**src/rtl/io_space_pkg.sv**
```systemverilog
package io_space_pkg;
  typedef enum logic [2:0] {
    OP_PRD  = 3'd0,
    OP_PWR  = 3'd1,
    OP_DRD  = 3'd2,
    OP_DWR  = 3'd3,
    OP_BSET = 3'd4,
    OP_BCLR = 3'd5,
    OP_BTST = 3'd6,
    OP_NONE = 3'd7
  } io_op_e;

  localparam int unsigned AW        = 8;
  localparam int unsigned PORT_AW   = 6;
  localparam logic [AW-1:0] DATA_OFS  = 8'h20;
  localparam logic [PORT_AW-1:0] BIT_LIMIT = 6'h20;
endpackage

```
**src/rtl/io_addr_decode.sv**
```systemverilog
module io_addr_decode
  import io_space_pkg::*;
(
  input  logic          req_valid,
  input  logic [2:0]    req_op,
  input  logic [AW-1:0] req_addr,
  output logic [AW-1:0] io_addr,
  output logic          io_rd,
  output logic          io_wr,
  output logic          bit_set,
  output logic          bit_clr,
  output logic          bit_tst,
  output logic          bit_bad,
  output logic          mem_req,
  output logic          mem_we
);
  io_op_e              op;
  logic [PORT_AW-1:0]  port_a;
  logic                bit_in_range;
  logic                data_low;

  assign op           = io_op_e'(req_op);
  assign port_a       = req_addr[PORT_AW-1:0];
  assign bit_in_range = port_a < BIT_LIMIT;
  assign data_low     = req_addr < DATA_OFS;

  always_comb begin
    io_addr = {{(AW-PORT_AW){1'b0}}, port_a};
    io_rd   = 1'b0;
    io_wr   = 1'b0;
    bit_set = 1'b0;
    bit_clr = 1'b0;
    bit_tst = 1'b0;
    bit_bad = 1'b0;
    mem_req = 1'b0;
    mem_we  = 1'b0;
    if (req_valid) begin
      unique case (op)
        OP_PRD: io_rd = 1'b1;
        OP_PWR: io_wr = 1'b1;
        OP_DRD, OP_DWR: begin
          if (data_low) begin
            mem_req = 1'b1;
            mem_we  = (op == OP_DWR);
          end else begin
            io_addr = req_addr - DATA_OFS;
            io_rd   = (op == OP_DRD);
            io_wr   = (op == OP_DWR);
          end
        end
        OP_BSET, OP_BCLR, OP_BTST: begin
          if (bit_in_range) begin
            bit_set = (op == OP_BSET);
            bit_clr = (op == OP_BCLR);
            bit_tst = (op == OP_BTST);
          end else begin
            bit_bad = 1'b1;
          end
        end
        default: ;
      endcase
    end
  end
endmodule

```
**src/rtl/io_w1c_flags.sv**
```systemverilog
module io_w1c_flags #(
  parameter int unsigned W = 5
) (
  input  logic         clk,
  input  logic         rst_n,
  input  logic [W-1:0] clr_mask,
  input  logic [W-1:0] evt,
  output logic [W-1:0] flags_q
);
  logic [W-1:0] flags_d;
  logic         flags_en;

  always_comb begin
    flags_en = (|clr_mask) | (|evt);
    flags_d  = (flags_q & ~clr_mask) | evt;
  end

  always_ff @(posedge clk or negedge rst_n) begin
    if (!rst_n)        flags_q <= '0;
    else if (flags_en) flags_q <= flags_d;
  end
endmodule

```
**src/rtl/io_reg_file.sv**
```systemverilog
module io_reg_file
  import io_space_pkg::*;
#(
  parameter int unsigned           NUM_GPR   = 3,
  parameter logic [NUM_GPR*AW-1:0] GPR_ADDRS = {8'h2B, 8'h2A, 8'h1E},
  parameter logic [AW-1:0]         STAT_ADDR = 8'h15,
  parameter int unsigned           STAT_W    = 5,
  parameter logic [AW-1:0]         EXT_ADDR  = 8'h80,
  parameter int unsigned           EXT_W     = 4
) (
  input  logic              clk,
  input  logic              rst_n,
  input  logic [AW-1:0]     addr,
  input  logic              wr,
  input  logic [7:0]        wdata,
  input  logic              bset,
  input  logic              bclr,
  input  logic [2:0]        bidx,
  input  logic [STAT_W-1:0] stat_evt,
  output logic [7:0]        rd_byte
);
  logic [7:0]               bmask;
  logic [NUM_GPR-1:0][7:0]  gpr_q;
  logic [STAT_W-1:0]        stat_q;
  logic [STAT_W-1:0]        stat_clr;
  logic                     stat_hit;
  logic [EXT_W-1:0]         ext_q;
  logic [EXT_W-1:0]         ext_d;
  logic                     ext_en;

  assign bmask = 8'b1 << bidx;

  for (genvar g = 0; g < NUM_GPR; g++) begin : g_gpr
    logic       hit;
    logic       en;
    logic [7:0] d;
    assign hit = (addr == GPR_ADDRS[g*AW +: AW]);
    always_comb begin
      en = hit & (wr | bset | bclr);
      if (wr)        d = wdata;
      else if (bset) d = gpr_q[g] | bmask;
      else           d = gpr_q[g] & ~bmask;
    end
    always_ff @(posedge clk or negedge rst_n) begin
      if (!rst_n)  gpr_q[g] <= '0;
      else if (en) gpr_q[g] <= d;
    end
  end

  assign stat_hit = (addr == STAT_ADDR);

  always_comb begin
    stat_clr = '0;
    if (stat_hit && wr)   stat_clr = wdata[STAT_W-1:0];
    if (stat_hit && bset) stat_clr = bmask[STAT_W-1:0];
  end

  io_w1c_flags #(.W(STAT_W)) u_stat (
    .clk      (clk),
    .rst_n    (rst_n),
    .clr_mask (stat_clr),
    .evt      (stat_evt),
    .flags_q  (stat_q)
  );

  always_comb begin
    ext_en = wr && (addr == EXT_ADDR);
    ext_d  = wdata[EXT_W-1:0];
  end

  always_ff @(posedge clk or negedge rst_n) begin
    if (!rst_n)      ext_q <= '0;
    else if (ext_en) ext_q <= ext_d;
  end

  always_comb begin
    rd_byte = '0;
    for (int g = 0; g < NUM_GPR; g++) begin
      if (addr == GPR_ADDRS[g*AW +: AW]) rd_byte = gpr_q[g];
    end
    if (stat_hit)          rd_byte[STAT_W-1:0] = stat_q;
    if (addr == EXT_ADDR)  rd_byte[EXT_W-1:0]  = ext_q;
  end
endmodule

```
**src/rtl/io_space_ctrl.sv**
```systemverilog
module io_space_ctrl
  import io_space_pkg::*;
#(
  parameter int unsigned           NUM_GPR   = 3,
  parameter logic [NUM_GPR*8-1:0]  GPR_ADDRS = {8'h2B, 8'h2A, 8'h1E},
  parameter logic [7:0]            STAT_ADDR = 8'h15,
  parameter int unsigned           STAT_W    = 5,
  parameter logic [7:0]            EXT_ADDR  = 8'h80,
  parameter int unsigned           EXT_W     = 4
) (
  input  logic              clk,
  input  logic              rst_n,
  input  logic              req_valid,
  input  logic [2:0]        req_op,
  input  logic [7:0]        req_addr,
  input  logic [2:0]        req_bit,
  input  logic [7:0]        req_wdata,
  input  logic [STAT_W-1:0] stat_evt,
  output logic [7:0]        rd_data,
  output logic              bit_val,
  output logic              bit_err,
  output logic              mem_req,
  output logic              mem_we,
  output logic [7:0]        mem_addr,
  output logic [7:0]        mem_wdata
);
  logic [1:0] rst_pipe;
  logic       rst_sn;
  logic [7:0] io_addr;
  logic       io_rd, io_wr, bit_set, bit_clr, bit_tst, bit_bad;
  logic       dec_mem_req, dec_mem_we;
  logic [7:0] rd_byte;
  logic       err_d, err_q;

  always_ff @(posedge clk or negedge rst_n) begin
    if (!rst_n) rst_pipe <= '0;
    else        rst_pipe <= {rst_pipe[0], 1'b1};
  end
  assign rst_sn = rst_pipe[1];

  io_addr_decode u_dec (
    .req_valid (req_valid),
    .req_op    (req_op),
    .req_addr  (req_addr),
    .io_addr   (io_addr),
    .io_rd     (io_rd),
    .io_wr     (io_wr),
    .bit_set   (bit_set),
    .bit_clr   (bit_clr),
    .bit_tst   (bit_tst),
    .bit_bad   (bit_bad),
    .mem_req   (dec_mem_req),
    .mem_we    (dec_mem_we)
  );

  io_reg_file #(
    .NUM_GPR   (NUM_GPR),
    .GPR_ADDRS (GPR_ADDRS),
    .STAT_ADDR (STAT_ADDR),
    .STAT_W    (STAT_W),
    .EXT_ADDR  (EXT_ADDR),
    .EXT_W     (EXT_W)
  ) u_rf (
    .clk      (clk),
    .rst_n    (rst_sn),
    .addr     (io_addr),
    .wr       (io_wr),
    .wdata    (req_wdata),
    .bset     (bit_set),
    .bclr     (bit_clr),
    .bidx     (req_bit),
    .stat_evt (stat_evt),
    .rd_byte  (rd_byte)
  );

  assign err_d = bit_bad;

  always_ff @(posedge clk or negedge rst_sn) begin
    if (!rst_sn) err_q <= 1'b0;
    else         err_q <= err_d;
  end

  always_comb begin
    rd_data   = io_rd ? rd_byte : 8'h00;
    bit_val   = bit_tst ? rd_byte[req_bit] : 1'b0;
    bit_err   = err_q;
    mem_req   = dec_mem_req;
    mem_we    = dec_mem_we;
    mem_addr  = dec_mem_req ? req_addr : 8'h00;
    mem_wdata = dec_mem_we ? req_wdata : 8'h00;
  end
endmodule

```
**config.mk**
```make
export PLATFORM = sky130hd
export DESIGN_NAME = io_space_ctrl
export DESIGN_NICKNAME = d
export VERILOG_FILES = /design/src/rtl/io_space_pkg.sv /design/src/rtl/io_addr_decode.sv /design/src/rtl/io_w1c_flags.sv /design/src/rtl/io_reg_file.sv /design/src/rtl/io_space_ctrl.sv
export SDC_FILE = /design/constraint.sdc
export NUM_CORES = 1
export LEC_CHECK = 0
export ABC_AREA = 1
export BUFFER_PORTS_ARGS = -buffer_cell sky130_fd_sc_hd__buf_2
export CAP_MARGIN = 10
export CORE_UTILIZATION = 58
export DETAILED_ROUTE_END_ITERATION = 10
export PLACE_DENSITY = 0.87
export SYNTH_ARGS = -nofsm -noshare
export SYNTH_HDL_FRONTEND = slang
export SYNTH_SLANG_ARGS = --single-unit
```
**constraint.sdc**
```tcl
create_clock -name clk -period 6 [get_ports clk]
set_clock_uncertainty 0.2 [all_clocks]
set_input_delay 0.9 -clock clk [delete_from_list [all_inputs] [get_ports clk]]
set_output_delay 0.9 -clock clk [all_outputs]
set_load 0.05 [all_outputs]
```
Word-level counts from Yosys, hierarchy flattened
Index checks and enable logic that the tools add are counted.
- input bits: 30
- word-level logic and storage cells: 93
- flip-flop bits (word level): 36
- add/sub/neg operators: 1
- bitwise logic cells: 16
- reduce and logical (&&, ||, !) cells: 8
- shifts and indexed selects: 1
- equal/unequal tests: 11
- magnitude comparators: 3
- multiplexer cells: 46
- operators by type and width (cell ; count):
    8-bit two-way mux ; 15
    8-bit bitwise AND ; 3
    1-bit two-way mux ; 24
    8-bit bitwise OR ; 3
    8-bit by 5-bit == test with 1-bit output, second input constant ; 2
    8-bit by 6-bit == test with 1-bit output, second input constant ; 2
    5-bit two-way mux ; 3
    5-bit OR reduction ; 2
    3-bit == test, second input constant ; 3
    8-bit == test, second input constant ; 1
    8-bit by 6-bit less-than comparator with 1-bit output, second input constant ; 1
    8-bit NOT ; 1
    1-bit by 3-bit left shift with 8-bit output, first input constant ; 1
    8-bit by 6-bit subtractor with 8-bit output, second input constant ; 1
    3-bit by 2-bit == test with 1-bit output, second input constant ; 2
    6-bit less-than comparator, second input constant ; 1
    5-bit bitwise AND ; 1
    5-bit NOT ; 1
    5-bit bitwise OR ; 1
    3-bit by 4-bit less-than comparator with 1-bit output, second input constant ; 1
    4-bit two-way mux ; 1
    1-bit case mux with 2 select lines ; 2
    1-bit bitwise AND ; 3
    1-bit binary-select mux with 3-bit select ; 1
    6 further kinds ; 10

Depth between registers and ports, before layout
- depth in word-level cells: 13
- depth in mapped cells: 18

Cells and area by module
From an unflattened synthesis, not the netlist that was laid out.
- cells, all modules: 434
- area, all modules: 2717.6 µm²
- modules (own cells, without submodules) (module ; seq. area each (µm²) ; times used ; area each (µm²) ; cells each):
    io_reg_file ; 700.7 ; 1 ; 1935.6 ; 285
    io_space_ctrl ; 75.1 ; 1 ; 377.9 ; 82
    io_addr_decode ; 0.0 ; 1 ; 203.9 ; 42
    io_w1c_flags ; 125.1 ; 1 ; 200.2 ; 25

Worst setup path before layout
No wires, ideal clock.
- path type: input -> output
- from: input port req_addr[5]
- to: output port mem_wdata[0]
- slack: 1116 ps
- buffers on the path: 0
- stages on the path: 7
- arrival: 3784 ps
- cell sequence: inv_2 nand3_1 nor2_1 inv_1 nor2_1 inv_1 nor2_1
- longest elaborated chain between the ends: 5
- ends and longest elaborated chain (element ; line ; text):
    from (decl) ; io_space_ctrl.sv:15 ; input logic [7:0] req_addr,
    8-bit by 6-bit less-than comparator with 1-bit output ; io_addr_decode.sv:25 ; assign data_low = req_addr < DATA_OFS;
    1-bit two-way mux ; io_addr_decode.sv:42 ; if (data_low) begin
    1-bit two-way mux ; io_addr_decode.sv:38 ; unique case (op)
    1-bit two-way mux ; io_addr_decode.sv:37 ; if (req_valid) begin
    via mem_we ; io_space_ctrl.sv:23 ; output logic mem_we,
    8-bit two-way mux ; io_space_ctrl.sv:90 ; mem_wdata = dec_mem_we ? req_wdata : 8'h00;
    to (decl) ; io_space_ctrl.sv:25 ; output logic [7:0] mem_wdata
The timed path passes the listed nets, and every way through them passes these cells.

Worst setup path in the final report
- from: input port req_addr[5]
- to: output port bit_val
- longest elaborated chain between the ends: 13
- elaborated cells on any way between the ends: 22
- classes of those cells: 1 x add/sub; 2 x order compare; 5 x eq/ne; 14 x mux
- ends and longest elaborated chain (element ; line ; text):
    8-bit by 6-bit subtractor with 8-bit output or 8-bit by 6-bit less-than comparator with 1-bit output (tied branches) ; io_addr_decode.sv:46, io_addr_decode.sv:25 ;
    8-bit two-way mux ; io_addr_decode.sv:42 ;
    8-bit two-way mux ; io_addr_decode.sv:38 ;
    8-bit two-way mux ; io_addr_decode.sv:37 ;
    8-bit by 5-bit == test with 1-bit output ; io_reg_file.sv:79 ; if (addr == GPR_ADDRS[g*AW +: AW]) rd_byte = gpr_q[g];
    8-bit two-way mux (3 in a row) ; io_reg_file.sv:79 ;
    5-bit two-way mux ; io_reg_file.sv:81 ; if (stat_hit) rd_byte[STAT_W-1:0] = stat_q;
    4-bit two-way mux ; io_reg_file.sv:82 ; if (addr == EXT_ADDR) rd_byte[EXT_W-1:0] = ext_q;
    1-bit binary-select mux with 3-bit select ; io_space_ctrl.sv:85 ; bit_val = bit_tst ? rd_byte[req_bit] : 1'b0;
    1-bit two-way mux (not written as such) ; io_space_ctrl.sv:85 ;
    1-bit two-way mux * ; io_space_ctrl.sv:85 ;
    to (decl) ; io_space_ctrl.sv:20 ; output logic bit_val,
Mark *: on every way between the ends. The rest lies on a longest branch, timed or not. The select of a mux whose other input is x is not followed.

==> flow_metrics.env <==
export IMPL_cp_num_buf_inv=5
export IMPL_tns_ns=0
export IMPL_hold_buffers=0
export IMPL_clk_latency_ns=0.29
export IMPL_grt_max_degree=35
export IMPL_ys_async_sr_fraction_pct=100.0
export IMPL_utilization_pct=73.09
export IMPL_cp_required_ns=4.90
export IMPL_seq_area_frac_synth_pct=38.26
export IMPL_fp_dieW_um=65.72
export IMPL_final_setup_viol_count=0
export IMPL_globalplace_congestion=0.9739
export IMPL_synth_top_cell_area_share_pct=38.26
export IMPL_n_antenna_cell=0
export IMPL_grt_ovfl_total=0
export IMPL_cts_repair_resize_count=0
export IMPL_n_fill_cell=312
export IMPL_post_cts_buffers=0
export IMPL_root_buffer="clkbuf_8"
export IMPL_status="finished clean"
export IMPL_crit_fanout=10
export IMPL_start_util_pct=62.44
export IMPL_cp_slowest_cell="buf_2"
export IMPL_port_buffers=54
export IMPL_critPathLaunchType="primary input"
export IMPL_ys_flop_type="dfrtp_1"
export IMPL_pre_cts_ws_ns=1.973
export IMPL_die_area_sq_um=4318
export IMPL_path_cells="buf_2 -> inv_2 -> ha_1 -> inv_1 -> nand2_1 -> nand2_1 -> nand3_1 -> nand2_1 -> nor2_4 -> nand2_2 -> inv_2 -> nand2_1 -> nand3_1 -> nor2_1 -> nor2_1 -> nand2_1 -> nor2_1 -> buf_2"
export IMPL_chipHeight_um=65.72
export IMPL_via_count=2371
export IMPL_drv_cap=0
export IMPL_fin_ws_ns=1.893
export IMPL_yosys_area_share_xor_xnor_pct=0
export IMPL_wl_per_cell_um=13.64
export IMPL_clock_fmax_ghz=0.2435
export IMPL_relSlewSlack_pct=56.93
export IMPL_grt_use_total_pct=30.16
export IMPL_netlist_area_sq_um=2355
export IMPL_worstHoldPathType="flop to async pin"
export IMPL_ys_ff_latch=36
export IMPL_clock_sinks=36
export IMPL_crit_arrival_ns=3.01
export IMPL_rsz0062_at_grt="no"
export IMPL_synth_top_family_by_area="simple AND/OR/NAND/NOR gates"
export IMPL_ios=58
export IMPL_synth_simple_gate_area_share_pct=32.09
export IMPL_numCtsBuffers=5
export IMPL_max_stage_delay_ns=0.26
export IMPL_synth_edf_count=0
export IMPL_hpwl_um=4517
export IMPL_synth_cells=329
export IMPL_post_route_drc_count=0
export IMPL_num_nets_final=417
export IMPL_hold_violations=0
export IMPL_vdd_drop_max_uv=172.4
export IMPL_first_iter_violations=138
export IMPL_power_uw=524.7
export IMPL_drv_slew=0
export IMPL_drtAntennaViolNets=0
export IMPL_clk_pin_slew_ns=0.07
export IMPL_synth_compound_area_share_pct=17.91
export IMPL_yosys_top_cells_area="dfrtp_1 (38%), nand2_1 (13%), inv_1 (7.0%)"
export IMPL_synthDistinctLibCells=31
export IMPL_clk_path_buf_depth=2
export IMPL_p_leak_nw=1.439
export IMPL_cts_tree="built"
export IMPL_grt_pass1_wl_um=9749
export IMPL_layout_common_cells="nand2_1 (79), buf_2 (54), inv_1 (44)"
export IMPL_avgSynthCellArea_sq_um=7.157
export IMPL_worstMarginPinSlew_ns=0.6412
export IMPL_powerDensity_nw_per_um2=190.4
export IMPL_cp_top_family="simple AND/OR/NAND/NOR gates"
export IMPL_fp_row_count=22
export IMPL_crit_type="primary input to output pin"
export IMPL_muxShareOfSynthArea_pct=0
export IMPL_syn_to_final_growth_pct=17.06
export IMPL_firstDrtPassIters=4
export IMPL_vias_per_cell=5.451
export IMPL_grt_pass1_vias=2183
export IMPL_crit_path_end_kind="output pin"
export IMPL_h_tree_depth=2
export IMPL_yosys_warnings=0
export IMPL_fin_crit_sh_pct=68.45
export IMPL_core_area_sq_um=3771
export IMPL_drive_gt1_share_pct=25.58
export IMPL_synth_adder_area_share_pct=0.5313
export IMPL_antenna_found_initial=0
export IMPL_period_minus_slack_ns=4.107
export IMPL_synth_area_leader_cell="dfrtp_1"
export IMPL_crit_top_cell="nand2_1"
export IMPL_final_common_cell="nand2_1"
export IMPL_wl_um=5934
==> final cells by class <==
| type | instances | area [sq um] | area share (%) |
|---|---|---|---|
| Multi-Input combinational cell | 234 | 1205 | 43.71 |
| Sequential cell | 36 | 900.9 | 32.68 |
| Timing Repair Buffer | 55 | 277.8 | 10.08 |
| Inverter | 54 | 205.2 | 7.444 |
| Clock buffer | 6 | 72.57 | 2.633 |
| Tap cell | 48 | 60.06 | 2.179 |
| Clock inverter | 2 | 35.03 | 1.271 |
==> metrics by stage <==
| step | hold WS (ns) | cells | cell area (sq um) |
|---|---|---|---|
| final | 0.07354 | 435 | 2756 |
| after global routing | 0.1425 | 435 | 2756 |
| after CTS | 0.08736 | 435 | 2756 |
| after detailed placement | 0.07988 | 427 | 2649 |
| after global placement | 0.07882 | 427 | 2649 |
| after floorplan | 0.1312 | 331 | 2362 |
==> worst register-to-register path, cell delays in order (launching register included) <==
cell	delay, ns
dfrtp_1	0.40
nand2_1	0.07
o21ai_0	0.09
==> per-layer routing <==
metal / track usage (%) / share of wire [%]
met5: 0 / 0
met4: 9.511 / 1.2
met3: 7.118 / 8.1
met2: 50.77 / 48
met1: 37.89 / 43
==> power breakdown <==
part	switching [mW]	total, mW	internal (mW)
clock network	0.0861	0.209	0.123
registers	0.00111	0.246	0.245
logic	0.0491	0.0692	0.0201
==> kinds of logic (layout without fill, tap and decap cells) <==
family / after synthesis / after routing
adder cells (fa/ha/maj): 1 / 1
AO/OA/AOI/OAI: 67 / 67
other: 2 / 4
buffers and inverters: 61 / 117
flip-flops: 36 / 36
AND/OR/NAND/NOR: 162 / 162
==> worst paths after layout <==
| check | slack (ns) | to | from | depth (start not counted) |
|---|---|---|---|---|
| max in group asynchronous | 5.21 | async pin | rst_pipe[1]$_DFF_PN0_ | 1 |
| min in group clk | 0.16 | rst_pipe[1]$_DFF_PN0_ | rst_pipe[0]$_DFF_PN0_ | 0 |
| min reg2reg | 0.07 | async pin | rst_pipe[1]$_DFF_PN0_ | 1 |
| max reg2reg | 5.11 | flop | flop | 2 |
| max | 1.89 | bit_val | req_addr[5] | 18 |
| min | 0.07 | async pin | rst_pipe[1]$_DFF_PN0_ | 1 |
==> cells in the mapped netlist, types with 2 or more instances <==
cell type	n
nand4_1	5
buf_2	2
inv_1	44
nand2_4	2
o32ai_1	7
o21ai_1	13
buf_4	4
nor2_4	3
o21ai_0	26
nand2_2	4
nor3_1	4
o21ai_2	7
nand3_2	9
nor2_1	37
clkinv_2	2
a21oi_1	6
nand3_1	17
inv_2	7
o21bai_1	4
nand2_1	79
dfrtp_1	36
conb_1	2
(Power assumes the default switching activity.)
